[src/rtl/wdg_pkg.sv]
package wdg_pkg;
   typedef enum logic [1:0] {
      WDG_REG_TIMEOUT = 2'd0,
      WDG_REG_KICK    = 2'd1,
      WDG_REG_CTRL    = 2'd2,
      WDG_REG_CAUSE   = 2'd3
   } wdg_reg_e;

   localparam logic [31:0] WDG_UNLOCK_KEY = 32'h0D15_AB1E;
endpackage

[src/rtl/wdg_regs.sv]
module wdg_regs
   import wdg_pkg::*;
#(
   parameter int          CNT_W        = 16,
   parameter int          DATA_W       = 32,
   parameter int          DEF_TIMEOUT  = 16'hFFFF,
   parameter bit          RESET_ENABLE = 1'b1,
   parameter logic [31:0] KEY          = WDG_UNLOCK_KEY
) (
   input  logic              clk,
   input  logic              rst_n,
   input  logic              wr_i,
   input  logic [1:0]        addr_i,
   input  logic [DATA_W-1:0] wdata_i,
   output logic [CNT_W-1:0]  timeout_o,
   output logic              armed_o,
   output logic              reload_o
);
   logic wr_to, wr_kick, wr_ctrl;
   logic [CNT_W-1:0] timeout_q;
   logic             armed_q;

   assign wr_to   = wr_i && (addr_i == WDG_REG_TIMEOUT);
   assign wr_kick = wr_i && (addr_i == WDG_REG_KICK);
   assign wr_ctrl = wr_i && (addr_i == WDG_REG_CTRL);

   always_ff @(posedge clk or negedge rst_n) begin
      if (!rst_n) begin
         timeout_q <= CNT_W'(DEF_TIMEOUT);
         armed_q   <= RESET_ENABLE;
      end else begin
         if (wr_to)   timeout_q <= wdata_i[CNT_W-1:0];
         if (wr_ctrl) armed_q   <= (wdata_i[31:0] != KEY);
      end
   end

   assign timeout_o = timeout_q;
   assign armed_o   = armed_q;
   assign reload_o  = wr_kick || wr_ctrl;

   AST_UNLOCK_DISARMS: assert property (@(posedge clk) disable iff (!rst_n) (wr_ctrl && wdata_i[31:0] == KEY) |=> !armed_q);
   AST_OTHER_ARMS: assert property (@(posedge clk) disable iff (!rst_n) (wr_ctrl && wdata_i[31:0] != KEY) |=> armed_q);
   AST_KICK_KEEPS_TIMEOUT: assert property (@(posedge clk) disable iff (!rst_n) wr_kick |=> $stable(timeout_q));
endmodule

[src/rtl/wdg_counter.sv]
module wdg_counter #(
   parameter int CNT_W       = 16,
   parameter int DEF_TIMEOUT = 16'hFFFF
) (
   input  logic             clk,
   input  logic             rst_n,
   input  logic             tick_i,
   input  logic             armed_i,
   input  logic             reload_i,
   input  logic [CNT_W-1:0] load_i,
   output logic             fire_o,
   output logic             fire_q_o
);
   localparam logic [CNT_W-1:0] ONE = CNT_W'(1);
   logic [CNT_W-1:0] cnt_q;
   logic             fire_q;
   logic             last;

   assign last   = (cnt_q <= ONE);
   assign fire_o = armed_i && tick_i && !reload_i && last;

   always_ff @(posedge clk or negedge rst_n) begin
      if (!rst_n) begin
         cnt_q  <= CNT_W'(DEF_TIMEOUT);
         fire_q <= 1'b0;
      end else begin
         fire_q <= fire_o;
         if (reload_i)                 cnt_q <= load_i;
         else if (armed_i && tick_i)   cnt_q <= last ? load_i : cnt_q - ONE;
      end
   end

   assign fire_q_o = fire_q;

   AST_RELOAD_LOADS: assert property (@(posedge clk) disable iff (!rst_n) reload_i |=> cnt_q == $past(load_i));
   AST_DISARMED_QUIET: assert property (@(posedge clk) disable iff (!rst_n) !armed_i |=> !fire_q);
   AST_FIRE_NEEDS_TICK: assert property (@(posedge clk) disable iff (!rst_n) fire_q |-> $past(tick_i));
   AST_RELOAD_BEATS_TICK: assert property (@(posedge clk) disable iff (!rst_n) reload_i |=> !fire_q);
endmodule

[src/rtl/wdg_cause.sv]
module wdg_cause (
   input  logic clk,
   input  logic por_n,
   input  logic set_i,
   input  logic clr_i,
   output logic flag_o
);
   logic flag_q;

   always_ff @(posedge clk or negedge por_n) begin
      if (!por_n)      flag_q <= 1'b0;
      else if (set_i)  flag_q <= 1'b1;
      else if (clr_i)  flag_q <= 1'b0;
   end

   assign flag_o = flag_q;

   AST_CAUSE_SET: assert property (@(posedge clk) disable iff (!por_n) set_i |=> flag_q);
   AST_CAUSE_CLEAR: assert property (@(posedge clk) disable iff (!por_n) (clr_i && !set_i) |=> !flag_q);
endmodule

[src/rtl/tick_watchdog.sv]
module tick_watchdog
   import wdg_pkg::*;
#(
   parameter int          CNT_W         = 16,
   parameter int          DATA_W        = 32,
   parameter int          DEF_TIMEOUT   = 16'hFFFF,
   parameter bit          RESET_ENABLE  = 1'b1,
   parameter bit          TICK_IS_PULSE = 1'b1,
   parameter logic [31:0] KEY           = WDG_UNLOCK_KEY
) (
   input  logic              clk,
   input  logic              por_n,
   input  logic              rst_n,
   input  logic              tick,
   input  logic              reg_wr,
   input  logic [1:0]        reg_addr,
   input  logic [DATA_W-1:0] reg_wdata,
   input  logic [1:0]        rd_addr,
   output logic [DATA_W-1:0] rd_data,
   output logic              reset_req
);
   localparam int PAD_W = DATA_W - CNT_W;

   if (CNT_W < 2 || CNT_W > 31) begin : g_bad_cnt
      $error("CNT_W out of range");
   end
   if (DATA_W < 32) begin : g_bad_data
      $error("DATA_W must hold the unlock key");
   end
   if (DEF_TIMEOUT < 1 || DEF_TIMEOUT >= (1 << CNT_W)) begin : g_bad_def
      $error("DEF_TIMEOUT does not fit CNT_W");
   end

   logic             tick_en;
   logic [CNT_W-1:0] timeout;
   logic             armed, reload, fire, fire_q, cause;

   if (TICK_IS_PULSE) begin : g_tick_pulse
      assign tick_en = tick;
   end else begin : g_tick_level
      logic tick_d;
      always_ff @(posedge clk or negedge rst_n) begin
         if (!rst_n) tick_d <= 1'b0;
         else        tick_d <= tick;
      end
      assign tick_en = tick && !tick_d;
   end

   wdg_regs #(
      .CNT_W(CNT_W), .DATA_W(DATA_W), .DEF_TIMEOUT(DEF_TIMEOUT),
      .RESET_ENABLE(RESET_ENABLE), .KEY(KEY)
   ) u_regs (
      .clk(clk), .rst_n(rst_n), .wr_i(reg_wr), .addr_i(reg_addr),
      .wdata_i(reg_wdata), .timeout_o(timeout), .armed_o(armed), .reload_o(reload)
   );

   wdg_counter #(.CNT_W(CNT_W), .DEF_TIMEOUT(DEF_TIMEOUT)) u_cnt (
      .clk(clk), .rst_n(rst_n), .tick_i(tick_en), .armed_i(armed),
      .reload_i(reload), .load_i(timeout), .fire_o(fire), .fire_q_o(fire_q)
   );

   wdg_cause u_cause (
      .clk(clk), .por_n(por_n), .set_i(fire),
      .clr_i(reg_wr && reg_addr == WDG_REG_CAUSE && reg_wdata[0]),
      .flag_o(cause)
   );

   assign reset_req = fire_q;

   always_comb begin
      unique case (rd_addr)
         WDG_REG_TIMEOUT: rd_data = {{PAD_W{1'b0}}, timeout};
         WDG_REG_CTRL:    rd_data = {{(DATA_W-1){1'b0}}, armed};
         WDG_REG_CAUSE:   rd_data = {{(DATA_W-1){1'b0}}, cause};
         default:         rd_data = '0;
      endcase
   end

   AST_REQ_MARKS_CAUSE: assert property (@(posedge clk) disable iff (!por_n || !rst_n) reset_req |-> cause);
endmodule

[config.mk]
export PLATFORM = sky130hd
export DESIGN_NAME = tick_watchdog
export DESIGN_NICKNAME = d
export VERILOG_FILES = /design/src/rtl/wdg_pkg.sv /design/src/rtl/wdg_regs.sv /design/src/rtl/wdg_counter.sv /design/src/rtl/wdg_cause.sv /design/src/rtl/tick_watchdog.sv
export SDC_FILE = /design/constraint.sdc
export NUM_CORES = 1
export LEC_CHECK = 0
export BUFFER_PORTS_ARGS = -buffer_cell sky130_fd_sc_hd__buf_2
export CAP_MARGIN = 20
export CORE_MARGIN = 2
export CORE_UTILIZATION = 45
export CTS_CLUSTER_SIZE = 14
export DETAILED_ROUTE_END_ITERATION = 12
export PLACE_DENSITY = 0.81
export SYNTH_ARGS = -nofsm -noshare
export SYNTH_HDL_FRONTEND = slang
export SYNTH_SLANG_ARGS = --single-unit
[constraint.sdc]
create_clock -name clk -period 2.45 [get_ports clk]
set_clock_uncertainty 0.15 [all_clocks]
set_input_delay 0.1225 -clock clk [delete_from_list [all_inputs] [get_ports clk]]
set_output_delay 0.1225 -clock clk [all_outputs]
set_load 0.01 [all_outputs]
Word-level counts from Yosys, hierarchy flattened
Cells that the tools add are included.
Word-level totals
  output and inout port bits: 33
  bits in registers: 35
  logic and storage cells: 33
  input port bits: 41
Operators by class
  eq/ne operators: 6
  reductions and logical operators: 14
  multiplexer cells: 6
  order comparisons: 1
  $add $sub $neg: 1
Operators by type and width (number)
  two-way mux 16 bit: 3
  one-hot mux 16 bit (3 select lines): 1
  != test 32 x 28 -> 1 bit (second input constant): 1
  <= comparator 16 x 1 -> 1 bit (second input constant): 1
  subtractor 16 x 1 -> 16 bit (second input constant): 1
  equality test 2 bit (second input constant): 4
  logical AND 1 bit: 8
  logical NOT 2 bit: 2
  nonzero test 2 bit: 2
  equality test 2 x 1 -> 1 bit (second input constant): 1
  two-way mux 1 bit: 2
  logical NOT 1 bit: 1
  logical OR 1 bit: 1

Logic depth before layout (Yosys ltp)
  depth in word-level cells: 7
  gate-level depth with buffers: 8
  mapped depth without buffers: 7

By module
Synthesis repeated with hierarchy kept, for this count alone.
Unflattened totals
  cells, all modules: 240
  area total of the unflattened synthesis: 2478.6 µm²
By module, submodules not included
  wdg_counter: cells each 150, instances 1, seq. area each 445.4 µm², area each 1393.8 µm²
  wdg_regs: cells each 50, instances 1, seq. area each 446.7 µm², area each 785.8 µm²
  tick_watchdog: cells each 37, instances 1, seq. area each 0.0 µm², area each 262.8 µm²
  wdg_cause: cells each 3, instances 1, seq. area each 25.0 µm², area each 36.3 µm²

Least setup slack after synthesis
Ideal clock, no wire load.
  kind: flip-flop to flip-flop
  from: register u_cnt.cnt_q[4]
  to: register u_cnt.cnt_q[5]
  required time: 2.218 ns
  buffers on the path: 1
  library setup time: 0.082 ns
  slack: 0.320 ns
  clock period less this slack: 2.130 ns
  cell stages (with the launch flop): 7
  arrival time: 1.899 ns
  cells stage by stage: dfstp_2 or4_4 or3_4 o21ai_4 buf_6 a21oi_1 a211o_1
Between the ends
  longest elaborated chain between the ends: 4
  elaborated cells between the ends (all ways): 5
  classes of those cells: add/sub (1); order compare (1); mux (3)
RTL lines
  start, declared: line wdg_counter.sv:15  | logic [CNT_W-1:0] cnt_q;
  start signal, assigned: line wdg_counter.sv:24  | cnt_q <= CNT_W'(DEF_TIMEOUT);
  start signal, assigned: line wdg_counter.sv:28  | if (reload_i) cnt_q <= load_i;
  start signal, assigned: line wdg_counter.sv:29  | else if (armed_i && tick_i) cnt_q <= last ? load_i : cnt_q - ONE;
  subtractor 16 x 1 -> 16 bit / <= comparator 16 x 1 -> 1 bit (equally long branches): line wdg_counter.sv:29, wdg_counter.sv:19
  two-way mux 16 bit * (2 in series): line wdg_counter.sv:29
  two-way mux 16 bit *: line wdg_counter.sv:28
Every way passes the cells marked *; elsewhere a longest branch is shown, timed or not. The select of a mux whose other input is x is not followed.
A chain may end at the register's enable or synchronous reset.

Worst setup path after layout
  from: register u_cnt.cnt_q[4]
  to: register u_cnt.cnt_q[11]
The elaborated chain is that of the path after synthesis.

==> key figures <==
Status
  • Outcome: completed

Clocking
  • TritonCTS Sinks: 35
  • TritonCTS clock tree: built
  • Max Root-Sink Buffers: 2
  • Post-CTS Setup Inserts: 0
  • Max H-tree Level: 2
  • Clock slew at reported path FFs: 0.07 ns
  • Worst skew pair latency: 0.28 ns
  • Cts bufs inserted: 5
  • Root buffer cell: clkbuf_8

Pwr
  • Cell leakage power: between 1 and 1.5 nW
  • Power density over the cells: around 660 nW/um2
  • Total power: around 1.9 mW
  • Worst vdd ir: 0.545 mV

Cells and area
  • Fillers: around 400
  • Area grow syn2layout: 27.5%
  • Final Cell Area: between 2000 and 3000 um2
  • Non-Filler Instances: between 300 and 400
  • Ant diodes: 0
  • Nets@finish: ~360
  • Footprint of the multi-input gates: around 1200 um2
  • Register Area: ~920 um2
  • Share of layout cells above drive strength 1: 0.416

Logic synthesis
  • Register area share after synthesis: 0.413
  • Top FF cell, synth: dfstp_2
  • Post-synthesis register bit count: 35
  • Synth Cell Area: ~2200 um2
  • Largest family of logic cells by synthesized area: simple AND/OR/NAND/NOR gates
  • Yosys top cell area share: 0.391
  • Post-synthesis average cell area: about 9.5 um2
  • Synth Area in Simple Gates: 0.249
  • Number of synthesized flops with an enable pin: 0
  • Mux cell area share after synthesis: 0.0947
  • Area leader, netlist: dfstp_2
  • Synth warn: 0
  • Synth cell types: between 50 and 60
  • Synth Instances: 233
  • Xor/xnor share of the synthesized area: 0.00395
  • Compound-Gate Fraction of Synth Area: 0.147
  • Synth area leaders: dfstp_2, mux2_2, buf_4, and2_1, nor2_1
  • Share of flip-flops with an asynchronous set or reset: 1.00
  • Adder-cell area share of the yosys netlist: 0.0113

Routing
  • Remaining antenna violation count after routing: 0
  • DR DRC count: 0
  • Via/cell ratio: ~5.4
  • Avg WL per Cell: about 15 um
  • Initial drt markers: between 100 and 150
  • Routed WL: between 5000 and 6000 um
  • Drt pass-1 iters: 4
  • Total number of vias: 2074

Die
  • Die height: roughly 74 um
  • # rows: 25
  • Initial core utilization: 0.467
  • Die Footprint: 5510 um2
  • Core area: ~4800 um2
  • I/O pins: between 70 and 80
  • Die width: roughly 74 um

Worst setup path
  • Reg2reg start: u_cnt.cnt_q[4]$_DFFE_PN1P_
  • Flop2flop setup slack: between 0.1 and 0.15 ns
  • Critical path class: reg2reg
  • Startpoint types: flip-flop
  • CP max FO: 14
  • Worst R2R Path Depth: 5
  • CP required: around 2.5 ns
  • Reg2reg end: u_cnt.cnt_q[11]$_DFFE_PN1P_
  • Worst path arrival time: 2.40 ns
  • Worst Setup End Kind: flip-flop

Hold path
  • HP Start: reg_wr
  • Hold path cells: 3
  • Hold WC Path Type: in2reg
  • Hold path endpoint: u_regs.armed_o$_DFFE_PN1P_

STA
  • Pins Over Slew Limit: 0
  • Final Cycle Share: 0.955
  • Worst-margin pin slew: 0.773 ns
  • Final setup fails: 0
  • Fmax: 427 MHz
  • Final Critical Period: between 2 and 2.5 ns
  • Relative slew slack: 0.483
  • Setup TNS: 0 ns
  • Final Hold Fails: 0

Global routing
  • Global Route Usage Sum: 0.225
  • Largest net degree at the start of global routing: 35
  • Vias in the first global route: approximately 2000
  • Initial antenna violation count: 0
  • Grt ovf: 0
  • First-pass GRT wire length: about 9600 um

Placement
  • GP Congestion: 0.911
  • DP Cell Count: 355
  • Dpl cell area: ~2500 um2
  • DP Wirelength: a little over 4000 um
  • Port buffer count: between 50 and 60

Job
  • Max_cap viols: 0
==> timing repair <==
action | CTS | global route
endpoints found under the hold margin | 18 | 0
setup endpoints to repair | 0 | 2
gates resized for setup | 0 | 2
hold buffers | 19 | 0
==> placed cells by master, fill, tap and decap left out, types with 3 or more instances in the layout <==
cell	Yosys	layout
clkbuf_8	0	5
buf_2	0	57
inv_1	6	6
dfstp_2	33	33
o21ai_0	11	11
or3_1	3	3
and3_1	3	3
a211oi_1	5	4
a21oi_1	10	9
conb_1	1	16
nor4_1	4	4
a31oi_1	4	4
mux2i_1	3	3
nand3_1	4	4
a22oi_1	3	3
and2_1	15	15
buf_4	16	6
nand2_1	12	12
a21o_1	3	3
dlygate4sd3_1	0	19
nor2_1	23	23
nor3_1	6	5
mux2_2	16	16
nand4_1	8	8
==> through the flow <==
stage | util | hold WS [ns] | setup slack (ns)
after floorplan | - | -0.323 | 0.320
after global placement | 0.534 | -0.250 | 0.174
after detailed placement | 0.534 | -0.252 | 0.145
after CTS | 0.593 | 0.00483 | 0.133
after global routing | 0.595 | 0.0349 | -0.0174
final | 0.595 | 0.0101 | 0.109
==> worst max-delay path by stage <==
stage / start / endpoint / slack, ns / depth (start not counted)
6_report: u_cnt.cnt_q[4]$_DFFE_PN1P_ / u_cnt.cnt_q[11]$_DFFE_PN1P_ / 0.11 / 5
3_5_place_dp: u_cnt.cnt_q[4]$_DFFE_PN1P_ / u_cnt.cnt_q[11]$_DFFE_PN1P_ / 0.15 / 5
4_1_cts: u_cnt.cnt_q[4]$_DFFE_PN1P_ / u_cnt.cnt_q[11]$_DFFE_PN1P_ / 0.13 / 5
5_1_grt: u_cnt.cnt_q[1]$_DFFE_PN1P_ / u_cnt.cnt_q[12]$_DFFE_PN1P_ / -0.02 / 7
2_1_floorplan: u_cnt.cnt_q[4]$_DFFE_PN1P_ / u_cnt.cnt_q[5]$_DFFE_PN1P_ / 0.32 / 6
3_3_place_gp: u_cnt.cnt_q[4]$_DFFE_PN1P_ / u_cnt.cnt_q[11]$_DFFE_PN1P_ / 0.17 / 5
==> critical path, cell delays in order, from the launching register on <==
cell and delay [ns]:
dfstp_2 0.39, or4_4 0.57, or3_4 0.39, o21ai_4 0.36
nor3_1 0.09, or3_1 0.31
==> per-layer routing <==
layer / up-vias / wire length, um / GRT usage
met1: 986 / 2460 / 0.294
met4: 0 / 44 / 0.0556
met5: - / 0 / 0
met2: 102 / 2960 / 0.385
li1: 980 / - / -
met3: 6 / 320 / 0.0447
==> flip-flops by register name, summed over array words and instances (netlist names) <==
name              flops
u_cnt.cnt_q          16
u_cause.flag_o        1
u_regs.timeout_o     16
u_cnt.fire_q_o        1
u_regs.armed_o        1
==> where the power goes <==
part,switching (mW),internal (mW)
clock network,0.213,0.198
registers,0.136,0.798
logic,0.274,0.246
total,0.624,1.24
==> cells in the mapped netlist (4+ instances only) <==
cell	number
buf_4	16
a211oi_1	5
nor3_1	6
o21ai_0	11
nor4_1	4
clkbuf_1	6
mux2_2	16
a21oi_1	10
nand2_1	12
nand4_1	8
nor2_1	23
a31oi_1	4
dfstp_2	33
inv_1	6
nand3_1	4
and2_1	15
==> cells by family after synthesis <==
kind of cell    Yosys count
fa+ha+maj                 2
mux                      19
compound gates           49
simple gates             97
flops                    35
xor+xnor                  1
other cells               1
buf+inv                  29
==> cell type report <==
class	instances	share of cell area
Inverter	6	0.00796
Multi-Input combinational cell	184	0.423
Tap cell	67	0.0296
Clock buffer	5	0.0243
Timing Repair Buffer	82	0.184
Clock inverter	3	0.00708
Sequential cell	35	0.324
(Power assumes the default switching activity.)
